File: config.mk
export PLATFORM = sky130hd
export DESIGN_NAME = fb_sram_arbiter
export DESIGN_NICKNAME = d
export VERILOG_FILES = /design/src/rtl/fba_pkg.sv /design/src/rtl/fba_sched.sv /design/src/rtl/fba_bus.sv /design/src/rtl/fba_rdcap.sv /design/src/rtl/fb_sram_arbiter.sv
export SDC_FILE = /design/constraint.sdc
export NUM_CORES = 1
export LEC_CHECK = 0
export ABC_AREA = 1
export BUFFER_PORTS_ARGS = -buffer_cell sky130_fd_sc_hd__buf_2
export CORE_MARGIN = 2
export CORE_UTILIZATION = 45
export DETAILED_ROUTE_END_ITERATION = 10
export PLACE_DENSITY = 0.8
export SETUP_SLACK_MARGIN = 0.02
export SKIP_LAST_GASP = 1
export SYNTH_ARGS = -nofsm -noshare
export SYNTH_HDL_FRONTEND = slang
export SYNTH_SLANG_ARGS = --single-unit
File: constraint.sdc
create_clock -name clk -period 1.9 [get_ports clk]
set_clock_uncertainty 0.15 [all_clocks]
set_input_delay 0.19 -clock clk [delete_from_list [all_inputs] [get_ports clk]]
set_output_delay 0.19 -clock clk [all_outputs]
set_load 0.02 [all_outputs]
File: src/rtl/fba_pkg.sv
`timescale 1ns/1ps
package fba_pkg;

  typedef enum logic [1:0] {
    PH_IDLE    = 2'd0,
    PH_WSTROBE = 2'd1,
    PH_WHOLD   = 2'd2
  } phase_t;

  typedef enum logic [1:0] {
    OP_NONE  = 2'd0,
    OP_READ  = 2'd1,
    OP_WRITE = 2'd2
  } op_t;

  // Pick the bus operation issued at the coming edge.
  function automatic op_t pick_op(input phase_t ph, input logic wr_req,
                                  input logic rd_req, input logic disp_off);
    logic rd_ok;
    rd_ok = rd_req && !disp_off;
    case (ph)
      PH_IDLE:    pick_op = wr_req ? OP_WRITE : (rd_ok ? OP_READ : OP_NONE);
      PH_WHOLD:   pick_op = rd_ok ? OP_READ : OP_NONE;
      default:    pick_op = OP_NONE;
    endcase
  endfunction

  // Phase after the coming edge.
  function automatic phase_t next_phase(input phase_t ph, input op_t op);
    if (ph == PH_WSTROBE)      next_phase = PH_WHOLD;
    else if (op == OP_WRITE)   next_phase = PH_WSTROBE;
    else                       next_phase = PH_IDLE;
  endfunction

endpackage

File: src/rtl/fba_sched.sv
`timescale 1ns/1ps
module fba_sched
  import fba_pkg::*;
(
  input  logic   clk,
  input  logic   rst_n,
  input  phase_t phase,
  input  logic   wr_req,
  input  logic   rd_req,
  input  logic   disp_off,
  output op_t    op,
  output logic   rd_grant
);

  assign op       = pick_op(phase, wr_req, rd_req, disp_off);
  assign rd_grant = (op == OP_READ);


  wr_beats_rd_chk: assert property (@(posedge clk) disable iff (!rst_n)
    (phase == PH_IDLE && wr_req) |-> !rd_grant);


  off_no_grant_chk: assert property (@(posedge clk) disable iff (!rst_n)
    disp_off |-> !rd_grant);

endmodule

File: src/rtl/fba_bus.sv
`timescale 1ns/1ps
module fba_bus
  import fba_pkg::*;
#(
  parameter int ADDR_W = 18,
  parameter int DATA_W = 16
) (
  input  logic              clk,
  input  logic              rst_n,
  input  op_t               op,
  input  logic [ADDR_W-1:0] wr_addr,
  input  logic [DATA_W-1:0] wr_data,
  input  logic [ADDR_W-1:0] rd_addr,
  output phase_t            phase,
  output logic [ADDR_W-1:0] sram_addr,
  output logic [DATA_W-1:0] sram_wdata,
  output logic              sram_we,
  output logic              sram_oe,
  output logic              sram_drive,
  output logic              wr_ack
);

  logic read_issue;
  logic write_start;
  logic write_done;

  assign read_issue  = (op == OP_READ);
  assign write_start = (op == OP_WRITE);
  assign write_done  = (phase == PH_WSTROBE);

  always_ff @(posedge clk) begin
    if (!rst_n) begin
      phase      <= PH_IDLE;
      sram_addr  <= '0;
      sram_wdata <= '0;
      sram_we    <= 1'b0;
      sram_oe    <= 1'b0;
      sram_drive <= 1'b0;
      wr_ack     <= 1'b0;
    end else begin
      phase <= next_phase(phase, op);
      if (write_done) begin
        sram_we    <= 1'b0;
        sram_oe    <= 1'b0;
        sram_drive <= 1'b1;
        wr_ack     <= 1'b1;
      end else if (write_start) begin
        sram_addr  <= wr_addr;
        sram_wdata <= wr_data;
        sram_we    <= 1'b1;
        sram_oe    <= 1'b0;
        sram_drive <= 1'b1;
        wr_ack     <= 1'b0;
      end else begin
        if (read_issue) sram_addr <= rd_addr;
        sram_we    <= 1'b0;
        sram_oe    <= read_issue;
        sram_drive <= 1'b0;
        wr_ack     <= 1'b0;
      end
    end
  end


  oe_we_excl_chk: assert property (@(posedge clk) disable iff (!rst_n)
    !(sram_oe && sram_we));


  we_two_cycle_chk: assert property (@(posedge clk) disable iff (!rst_n)
    sram_we |=> (!sram_we && sram_drive && $stable(sram_addr) && $stable(sram_wdata)));


  write_capture_chk: assert property (@(posedge clk) disable iff (!rst_n)
    write_start |=> (sram_we && sram_addr == $past(wr_addr) && sram_wdata == $past(wr_data)));


  ack_pulse_chk: assert property (@(posedge clk) disable iff (!rst_n)
    wr_ack |=> !wr_ack);


  ack_after_we_chk: assert property (@(posedge clk) disable iff (!rst_n)
    wr_ack |-> ($past(sram_we) && !sram_we));


  read_issue_chk: assert property (@(posedge clk) disable iff (!rst_n)
    read_issue |=> (sram_oe && sram_addr == $past(rd_addr)));

endmodule

File: src/rtl/fba_rdcap.sv
`timescale 1ns/1ps
module fba_rdcap #(
  parameter int DATA_W = 16
) (
  input  logic              clk,
  input  logic              rst_n,
  input  logic              sram_oe,
  input  logic [DATA_W-1:0] sram_rdata,
  output logic [DATA_W-1:0] rd_data,
  output logic              rd_valid
);

  always_ff @(posedge clk) begin
    if (!rst_n) begin
      rd_data  <= '0;
      rd_valid <= 1'b0;
    end else begin
      rd_valid <= sram_oe;
      if (sram_oe) rd_data <= sram_rdata;
    end
  end


  valid_follows_oe_chk: assert property (@(posedge clk) disable iff (!rst_n)
    sram_oe |=> rd_valid);


  valid_needs_oe_chk: assert property (@(posedge clk) disable iff (!rst_n)
    rd_valid |-> $past(sram_oe));

endmodule

File: src/rtl/fb_sram_arbiter.sv
`timescale 1ns/1ps
module fb_sram_arbiter
  import fba_pkg::*;
#(
  parameter int ADDR_W = 18,
  parameter int DATA_W = 16
) (
  input  logic              clk,
  input  logic              rst_n,
  input  logic              disp_off,
  input  logic              wr_req,
  input  logic [ADDR_W-1:0] wr_addr,
  input  logic [DATA_W-1:0] wr_data,
  output logic              wr_ack,
  input  logic              rd_req,
  input  logic [ADDR_W-1:0] rd_addr,
  output logic              rd_grant,
  output logic [DATA_W-1:0] rd_data,
  output logic              rd_valid,
  output logic [ADDR_W-1:0] sram_addr,
  output logic [DATA_W-1:0] sram_wdata,
  input  logic [DATA_W-1:0] sram_rdata,
  output logic              sram_drive,
  output logic              sram_oe,
  output logic              sram_we
);

  phase_t phase;
  op_t    op;

  fba_sched u_sched (
    .clk      (clk),
    .rst_n    (rst_n),
    .phase    (phase),
    .wr_req   (wr_req),
    .rd_req   (rd_req),
    .disp_off (disp_off),
    .op       (op),
    .rd_grant (rd_grant)
  );

  fba_bus #(.ADDR_W(ADDR_W), .DATA_W(DATA_W)) u_bus (
    .clk        (clk),
    .rst_n      (rst_n),
    .op         (op),
    .wr_addr    (wr_addr),
    .wr_data    (wr_data),
    .rd_addr    (rd_addr),
    .phase      (phase),
    .sram_addr  (sram_addr),
    .sram_wdata (sram_wdata),
    .sram_we    (sram_we),
    .sram_oe    (sram_oe),
    .sram_drive (sram_drive),
    .wr_ack     (wr_ack)
  );

  fba_rdcap #(.DATA_W(DATA_W)) u_rdcap (
    .clk        (clk),
    .rst_n      (rst_n),
    .sram_oe    (sram_oe),
    .sram_rdata (sram_rdata),
    .rd_data    (rd_data),
    .rd_valid   (rd_valid)
  );


  rd_after_write_chk: assert property (@(posedge clk) disable iff (!rst_n)
    (wr_ack && rd_grant) |=> sram_oe);


  reset_quiet_chk: assert property (@(posedge clk)
    !rst_n |=> (!sram_we && !sram_oe && !wr_ack && !rd_valid && !sram_drive));

endmodule

[Word-level counts from Yosys, hierarchy flattened]
Index checks and enable logic that the tools add are counted.
Operators by class
  eq/ne operators: 4
  muxes and demuxes: 10
  bitwise gates (word level): 2
  reduce and logical (&&, ||, !) cells: 8
Operators by type and width (count)
  18-bit two-way mux: 2
  1-bit two-way mux: 5
  2-bit by 1-bit == test with 1-bit output (second input constant): 2
  2-bit == test (second input constant): 2
  2-bit two-way mux: 2
  2-bit one-hot mux with 2 select lines: 1
  2-bit AND reduction: 2
  3-bit OR reduction: 1
  2-bit zero test: 1
  1-bit NOT: 2
  2-bit nonzero test: 1
  2-bit OR reduction: 1
  1-bit logical AND: 1
  1-bit zero test: 1
Word-level totals
  register bits: 57
  input port bits: 73
  word-level logic and storage cells: 34

[Depth between registers and ports, before layout]
Gate-level depths: netlist of the first run.
  word-level depth: 8
  depth in mapped cells: 13
  mapped depth without buffers: 11

[Hierarchy]
Synthesis of the first run repeated with hierarchy kept, for this count alone.
Second synthesis, totals
  cells, all modules: 396
  area total of the unflattened synthesis: 2606.2 µm²
By module, submodules not included
  fba_bus: times used 1, cells each 283, area an instance 1846.8 µm²
  fba_rdcap: times used 1, cells each 105, area an instance 721.9 µm²
  fba_sched: times used 1, cells each 8, area an instance 37.5 µm²

[Worst setup path before layout of the first run]
Ideal clock, no wire load.
  path kind: reg-to-reg
  start point: reg u_bus.phase[1]
  end point: reg u_bus.sram_addr[0]
  data arrival time: 1.534 ns
  required time: 1.637 ns
  setup slack: 0.103 ns
  cell stages (with the launch flop): 13
  buffers on the path: 2
  period minus slack after synthesis: 1.797 ns
  cell sequence: dfxtp_1 inv_1 nand2_1 nand3_1 nor2_1 inv_1 ha_1 buf_2 buf_2 nand2_1 nand2_1 nor2_1 nor2_1
Between the ends
  cells in the longest elaborated chain, start to end: 5
RTL lines
  start: declaration: line fba_bus.sv:14  | output phase_t phase,
  start signal: assignment: line fba_bus.sv:41  | phase <= next_phase(phase, op);
  2-bit == test / 2-bit zero test (equally long branches): line fba_pkg.sv:21  | case (ph)
  2-bit one-hot mux with 2 select lines *: line fba_pkg.sv:21
  2-bit == test *: line fba_bus.sv:28  | assign write_start = (op == OP_WRITE);
  named net u_bus.write_start: line fba_bus.sv:24  | logic write_start;
  2-bit nonzero test (no source line)
  2-bit AND reduction (no source line)
  end signal: assignment: line fba_bus.sv:48  | sram_addr <= wr_addr;
  end signal: assignment: line fba_bus.sv:55  | if (read_issue) sram_addr <= rd_addr;
  end: declaration: line fba_bus.sv:15  | output logic [ADDR_W-1:0] sram_addr,
Mark *: on every way through the listed nets, which the timed path passes. The rest lies on a longest branch.
A chain may end at the register's enable or synchronous reset.

[Worst setup path after layout of the first run]
  start point: reg u_bus.phase[1]
  end point: reg u_bus.sram_addr[0]
Between the ends
  cells in the longest elaborated chain, start to end: 5
RTL lines (line)
  2-bit == test / 2-bit zero test (equally long branches): fba_pkg.sv:21
  2-bit one-hot mux with 2 select lines: fba_pkg.sv:21
  2-bit by 1-bit == test with 1-bit output / 2-bit == test (equally long branches): fba_bus.sv:27, fba_bus.sv:28
  2-bit nonzero test (no source line)
  2-bit AND reduction (no source line)
Several ways; a longest one is shown, not always the timed one.

==> results of run 1 <==
layout make-up:
| cell class | count | area (sq um) | area share [%] |
|---|---|---|---|
| clock buffers | 6 | 82.58 | 2.452 |
| clock inverters | 2 | 17.52 | 0.5201 |
| inverters | 27 | 103.9 | 3.083 |
| multi-input cells | 255 | 1114 | 33.06 |
| flip-flops and latches | 55 | 1101 | 32.69 |
| well taps | 70 | 87.58 | 2.600 |
| repair buffers | 150 | 862.1 | 25.59 |
per-stage QoR:
| step | worst slack [ns] | std cells | cell area (sq um) |
|---|---|---|---|
| after floorplan | 0.1033 | 358 | 2419 |
| after global placement | 0.2161 | 540 | 3079 |
| after detailed placement | 0.1326 | 540 | 3079 |
| after CTS | 0.08563 | 564 | 3339 |
| after global routing | 0.02264 | 565 | 3368 |
| final | 0.1622 | 565 | 3368 |
worst paths after layout:
| check | start | to | slack, ns | cells after the start |
|---|---|---|---|---|
| setup / recovery | u_bus.phase[1] | u_bus.sram_addr[0] | 0.16 | 9 |
| hold / removal | wr_data[1] | u_bus.sram_wdata[1] | 0.03 | 4 |
| setup reg to reg | u_bus.phase[1] | u_bus.sram_addr[0] | 0.16 | 9 |
| hold reg to reg | u_bus.sram_wdata[11] | u_bus.sram_wdata[11] | 0.33 | 2 |
cells by family (layout without fill, tap and decap cells):
kind of cell    Yosys count  in the layout  synth area share, %
simple gates            219            220                37.14
flops                    55             55                45.53
fa+ha+maj                 2              2                1.034
compound gates           33             33                6.829
buf+inv                  49            185                9.467
repair_timing:
action                                  in CTS  in global routing
endpoints found under the setup margin       0                 19
hold endpoints to repair                    16                  0
resized for setup                            0                  6
hold buffers                                16                  0
per-layer routing:
metal | wire, microns | track usage [%]
met3 | 340 | 3.882
met2 | 3105 | 34.17
met4 | 78 | 7.500
met5 | 0 | 0
met1 | 2505 | 23.44
sequential cells by signal (all words and copies together), names as in the netlist:
register / flops
u_bus.sram_addr: 18
u_bus.sram_wdata: 16
u_rdcap.rd_data: 16
u_bus.phase: 2
u_bus.sram_drive: 1
u_bus.sram_oe: 1
u_rdcap.rd_valid: 1
critical path, delay by kind of cell, from the launching register on:
kind / cells / cell delay [ns]
DFF: 1 / 0.32
and+or+nand+nor: 5 / 0.59
buffers and inverters: 3 / 0.29
adders and majority gates: 1 / 0.28
where the power goes:
part,switching [mW],total (mW),internal [mW]
combinational,0.436,0.721,0.285
sequential,0.0487,1.30,1.25
clock,0.379,0.685,0.306
total,0.864,2.71,1.84
layout by cell type (no fill, tap or decap), drive strengths merged:
master	synthesis	routed
dlygate4sd3	0	16
nand3b	16	16
ha	2	2
inv	27	29
nand3	1	1
dfxtp	55	55
nand2	113	114
nor2	89	89
buf	19	134
o21ai	16	16
clkbuf	3	6
a21oi	17	17
==> flow_summary.toml, run 1 <==
[outcome]
outcome = "complete, no violations"

[hold_path]
holdCritPathClass = "in2reg"

[critical_path]
path_max_fanout = 18
cp_common_cell = "nor2_1"
cp-start-kind = "flop"
required_ns = 1.95
cp-end-kind = "flop"
critPathSlowestCell = "dfxtp_1"
critPathArrivalTime_ns = 1.79
path_class = "reg2reg"
slowest_delay_ns = 0.32
cp_cell_sequence = "inv_1 -> nand2_1 -> nor2_1 -> inv_1 -> ha_1 -> inv_2 -> nand2_4 -> nor2_1 -> nor2_1"

[synthesis]
synth_area_leaders = "dfxtp_1, nand2_1, nor2_1"
yosysTopAreaCellShare_pct = 45.53
yosysTopAreaCell = "dfxtp_1"
yosysMostFrequentCell = "nand2_1"
syn_nets = 433
synth_top_cells_by_count = "nand2_1, nor2_1, dfxtp_1, inv_1, a21oi_1"
yosys_warnings = 0
synth_area_sq_um = 2419
synthCells = 358
yosysUniqueCellTypes = 15
ys_seq_elements = 55
synth_edf_count = 0
postSynthAreaPerCell_sq_um = 6.756
async_reset_ff_share_pct = 0
ys.flop_type = "dfxtp_1"
synth-seq-area-share_pct = 45.53

[placed_design]
place_hpwl_microns = 4113
port_buffers = 128
place.gp.congestion = 0.7172

[drt]
vias = 2555
drtPass1Iterations = 4
wl_microns = 6030
via_per_inst = 4.522
ant_nets = 0
initialDrtViolationCount = 95
drc_errors = 0
wl_per_cell_microns = 10.67

[layout]
nets = 569
area_growth_pct = 39.27
utilization_pct = 65.53
final_layout_size_suffix_gt1_share_pct = 30.10
fillers = 489
n_antenna_cell = 0

[timing]
holdWs_ns = 0.03329
min_period_over_period_pct = 91.46
hold_viol = 0
maxSlewHeadroom_pct = 65.69
fmaxAchievable_ghz = 0.5754
rsz0062_at_grt = "yes"
slew_violations = 0
setup_tns_ns = 0
finalSetupViolations = 0
fin_crit_ns = 1.738
tightest_slew_ns = 0.5146

[clocking]
clock_latency_ns = 0.30
numCtsBuffers = 5
path_clk_slew_ns = 0.10
cts_setup_buffers = 0
clockBufferDepth = 2
htreeDepth = 2
cts_root_buffer = "clkbuf_8"
cts.sinks = 55
cts_tree = "done"

[die]
die_y_microns = 77.31
io_pins = 129
rows = 26
dieArea_sq_um = 5977
core_area_sq_um = 5140
die_x_microns = 77.31
start_util_pct = 47.05

[global_route]
grt_usage_pct = 19.52
grt_max_degree = 37
antenna_found_initial = 0
grt_pass1_wl_microns = 9604
grt_pass1_vias = 2188
grt.overflow.total = 0

[power]
total_power_mw = 2.707
p_per_area_nw_per_um2 = 803.7
p_leak_nw = 1.905
ir_drop_uv = 458.7

[job]
maxCapViolCount = 0
Power figures use the tool's default switching activity.
==> inputs of run 2 (changes only) <==
--- a/config.mk
+++ b/config.mk
@@ -5,12 +5,13 @@
 export SDC_FILE = /design/constraint.sdc
 export NUM_CORES = 1
 export LEC_CHECK = 0
-export ABC_AREA = 1
+export ABC_AREA = 0
 export BUFFER_PORTS_ARGS = -buffer_cell sky130_fd_sc_hd__buf_2
 export CORE_MARGIN = 2
-export CORE_UTILIZATION = 45
+export CORE_UTILIZATION = 43
+export CTS_CLUSTER_DIAMETER = 150
 export DETAILED_ROUTE_END_ITERATION = 10
-export PLACE_DENSITY = 0.8
+export PLACE_DENSITY = 0.79
 export SETUP_SLACK_MARGIN = 0.02
 export SKIP_LAST_GASP = 1
 export SYNTH_ARGS = -nofsm -noshare
==> run 2 against run 1 <==
Sequential share of layout area down 0.59 points. Fmax down 5.2%. Setup slack worse by 0.096 ns. Register-to-register slack worse by 0.096 ns. Hold slack worse by 0.032 ns. Non-clock buffer count up 22. Combinational power down 16%. Sequential power about the same. Critical path depth down 3. Global-route usage up 1.0 points. Final area up 2.3%. Synthesized cell count down 37%. Critical endpoint is now u_bus.sram_addr[3].
==> flow_summary.toml, run 2 <==
[die]
die_x_microns = 76.47
dieArea_sq_um = 5848
core_area_sq_um = 5075
rows = 26
start_util_pct = 44.50
io_pins = 129
die_y_microns = 76.47

[global_route]
grt_usage_pct = 20.53
grt_pass1_wl_microns = 9722
antenna_found_initial = 0
grt_max_degree = 54
grt_pass1_vias = 2175
grt.overflow.total = 0

[synthesis]
synth_area_sq_um = 2258
synth_top_cells_by_count = "dfxtp_1, mux2i_1, nand2_1, nor2_1, o211ai_1"
yosysTopAreaCell = "dfxtp_1"
ys_seq_elements = 55
yosysMostFrequentCell = "dfxtp_1"
syn_nets = 301
synth_edf_count = 0
ys.flop_type = "dfxtp_1"
synthCells = 226
yosysUniqueCellTypes = 20
yosysTopAreaCellShare_pct = 48.75
yosys_warnings = 0
synth_area_leaders = "dfxtp_1, mux2i_1, o211ai_1"
postSynthAreaPerCell_sq_um = 9.993
async_reset_ff_share_pct = 0
synth-seq-area-share_pct = 48.75

[timing]
tightest_slew_ns = 0.5022
finalSetupViolations = 0
holdWs_ns = 0.001080
hold_viol = 0
slew_violations = 0
worst_slack_ns = 0.06667
fmaxAchievable_ghz = 0.5455
min_period_over_period_pct = 96.49
fin_crit_ns = 1.833
rsz0062_at_grt = "no"
maxSlewHeadroom_pct = 66.52

[hold_path]
holdCritPathClass = "in2reg"
whs_path_depth = 3
hold_start = "rd_addr[0]"
hold_end = "u_bus.sram_addr[0]"

[drt]
initialDrtViolationCount = 76
wl_per_cell_microns = 13.21
via_per_inst = 4.812
drtPass1Iterations = 4
ant_nets = 0
wl_microns = 6035
vias = 2199
drc_errors = 0

[critical_path]
ff2ff_setup_slack_ns = 0.07
cp-end-kind = "flop"
required_ns = 1.98
path_max_fanout = 4
path_class = "reg2reg"
reg2reg_from = "u_bus.phase[0]"
critPathArrivalTime_ns = 1.92
r2r-end = "u_bus.sram_addr[3]"
rr_worst_depth = 6
cp-start-kind = "flop"

[layout]
reg_top3 = "u_bus.sram_addr: 18 flops, u_bus.sram_wdata: 16 flops, u_rdcap.rd_data: 16 flops"
area_growth_pct = 52.58
design_area_sq_um = 3446
final_common_cell = "buf_2"
fillers = 405
nets = 461
largest-register = "u_bus.sram_addr"
final_layout_size_suffix_gt1_share_pct = 42.64
n_antenna_cell = 0
largest_reg_flops = 18
final_cell_mix = "buf_2, dfxtp_1, mux2i_1"
layout.cells.non_filler = 457

[clocking]
clock_latency_ns = 0.30
cts_tree = "done"
clockBufferDepth = 2
numCtsBuffers = 5
cts.sinks = 55
path_clk_slew_ns = 0.09
cts_root_buffer = "clkbuf_8"
htreeDepth = 2

[power]
p_switching_mw = 0.7226
p_comb_share_pct = 24.3
p_per_area_nw_per_um2 = 723.8
p_leak_nw = 1.709
pwr-share-clk_pct = 24.7
switching_share_pct = 28.97
p_int_mw = 1.772
power_frac_seq_pct = 51.0
ir_drop_uv = 387.4

[placed_design]
place_hpwl_microns = 3892
placed_cell_area_sq_um = 2995
port_buffers = 128
post-place-cells = 416
place_ws_ns = -0.1644
place.gp.congestion = 0.7326

[outcome]
outcome = "complete, no violations"

[job]
maxCapViolCount = 0
## run 2: cell types whose count changed in the layout (fill, tap and decap cells not counted), sizes merged, moves of 17 or more
cell,previous run,this run
nand2,114,33
nor2,89,19
mux2i,0,50
inv,29,2
o211ai,0,18
a21oi,17,0
## run 2: worst max-delay path, stage by stage, from the launching register on
cell	delay [ns]
dfxtp_2	0.35
nor3_2	0.21
and2_4	0.18
ha_4	0.19
or3_4	0.39
buf_4	0.16
o21ai_0	0.14
## run 2: layer usage
metal / vias to the layer above / track usage [%] / wire (microns)
li1: 1093 / - / -
met1: 993 / 23.77 / 2540
met2: 97 / 37.08 / 3004
met3: 16 / 4.976 / 345
met4: 0 / 6.545 / 146
met5: - / 0 / 0
## run 2: power by group through the flow
stage,sequential (mW),clock (mW),combinational [mW]
floorplan,1.39,0,0.241
global placement,1.29,0,0.523
detailed placement,1.30,0,0.535
CTS,1.27,0.633,0.594
global route,1.28,0.680,0.655
finish,1.27,0.616,0.606
## run 2: worst max-delay path by stage
stage                               from                  end  slack [ns]  cells after the start
after global placement            wr_req   u_bus.sram_addr[9]       -0.06                      8
after global routing      u_bus.phase[0]   u_bus.sram_addr[5]        0.01                      6
after CTS                 u_bus.phase[1]  u_bus.sram_addr[17]        0.05                      7
after detailed placement          wr_req  u_bus.sram_addr[17]       -0.16                      8
final                     u_bus.phase[0]   u_bus.sram_addr[3]        0.07                      6
after floorplan           u_bus.phase[1]  u_bus.sram_addr[10]       -0.18                      9
## run 2: logic make-up after synthesis
kind of cell / count (synthesis) / synth area share (%)
and+or+nand+nor: 62 / 11.36
DFF: 55 / 48.75
muxes: 50 / 22.16
AOI/OAI and AO/OA: 36 / 11.63
buffers and inverters: 21 / 4.986
adders and majority gates: 2 / 1.108
## run 2: metrics by stage
step           TNS (ns)  utilization, %  power (mW)
3_5_place_dp     -2.195           59.02       1.830
4_1_cts               0           67.36       2.498
2_1_floorplan    -2.491               -       1.628
3_3_place_gp    -0.8464           59.02       1.817
5_1_grt               0           67.90       2.615
6_report              0           67.90       2.494
## run 2: final cells by class
class	count	area, sq um	share of cell area (%)
sequential	55	1106	32.10
tap	70	87.58	2.542
timing repair buffer	172	1080	31.34
clock buffer	7	76.32	2.215
inverter	2	10.01	0.2905
multi-input combinational	150	1081	31.37
clock inverter	1	5.005	0.1452
## run 2: timing repair
action                                 in CTS  in global routing
setup buffers                               0                  1
resized for setup                           8                  7
hold buffers                               32                  0
setup endpoints to repair                  17                 10
endpoints found under the hold margin      32                  0
pin swaps                                   2                  2
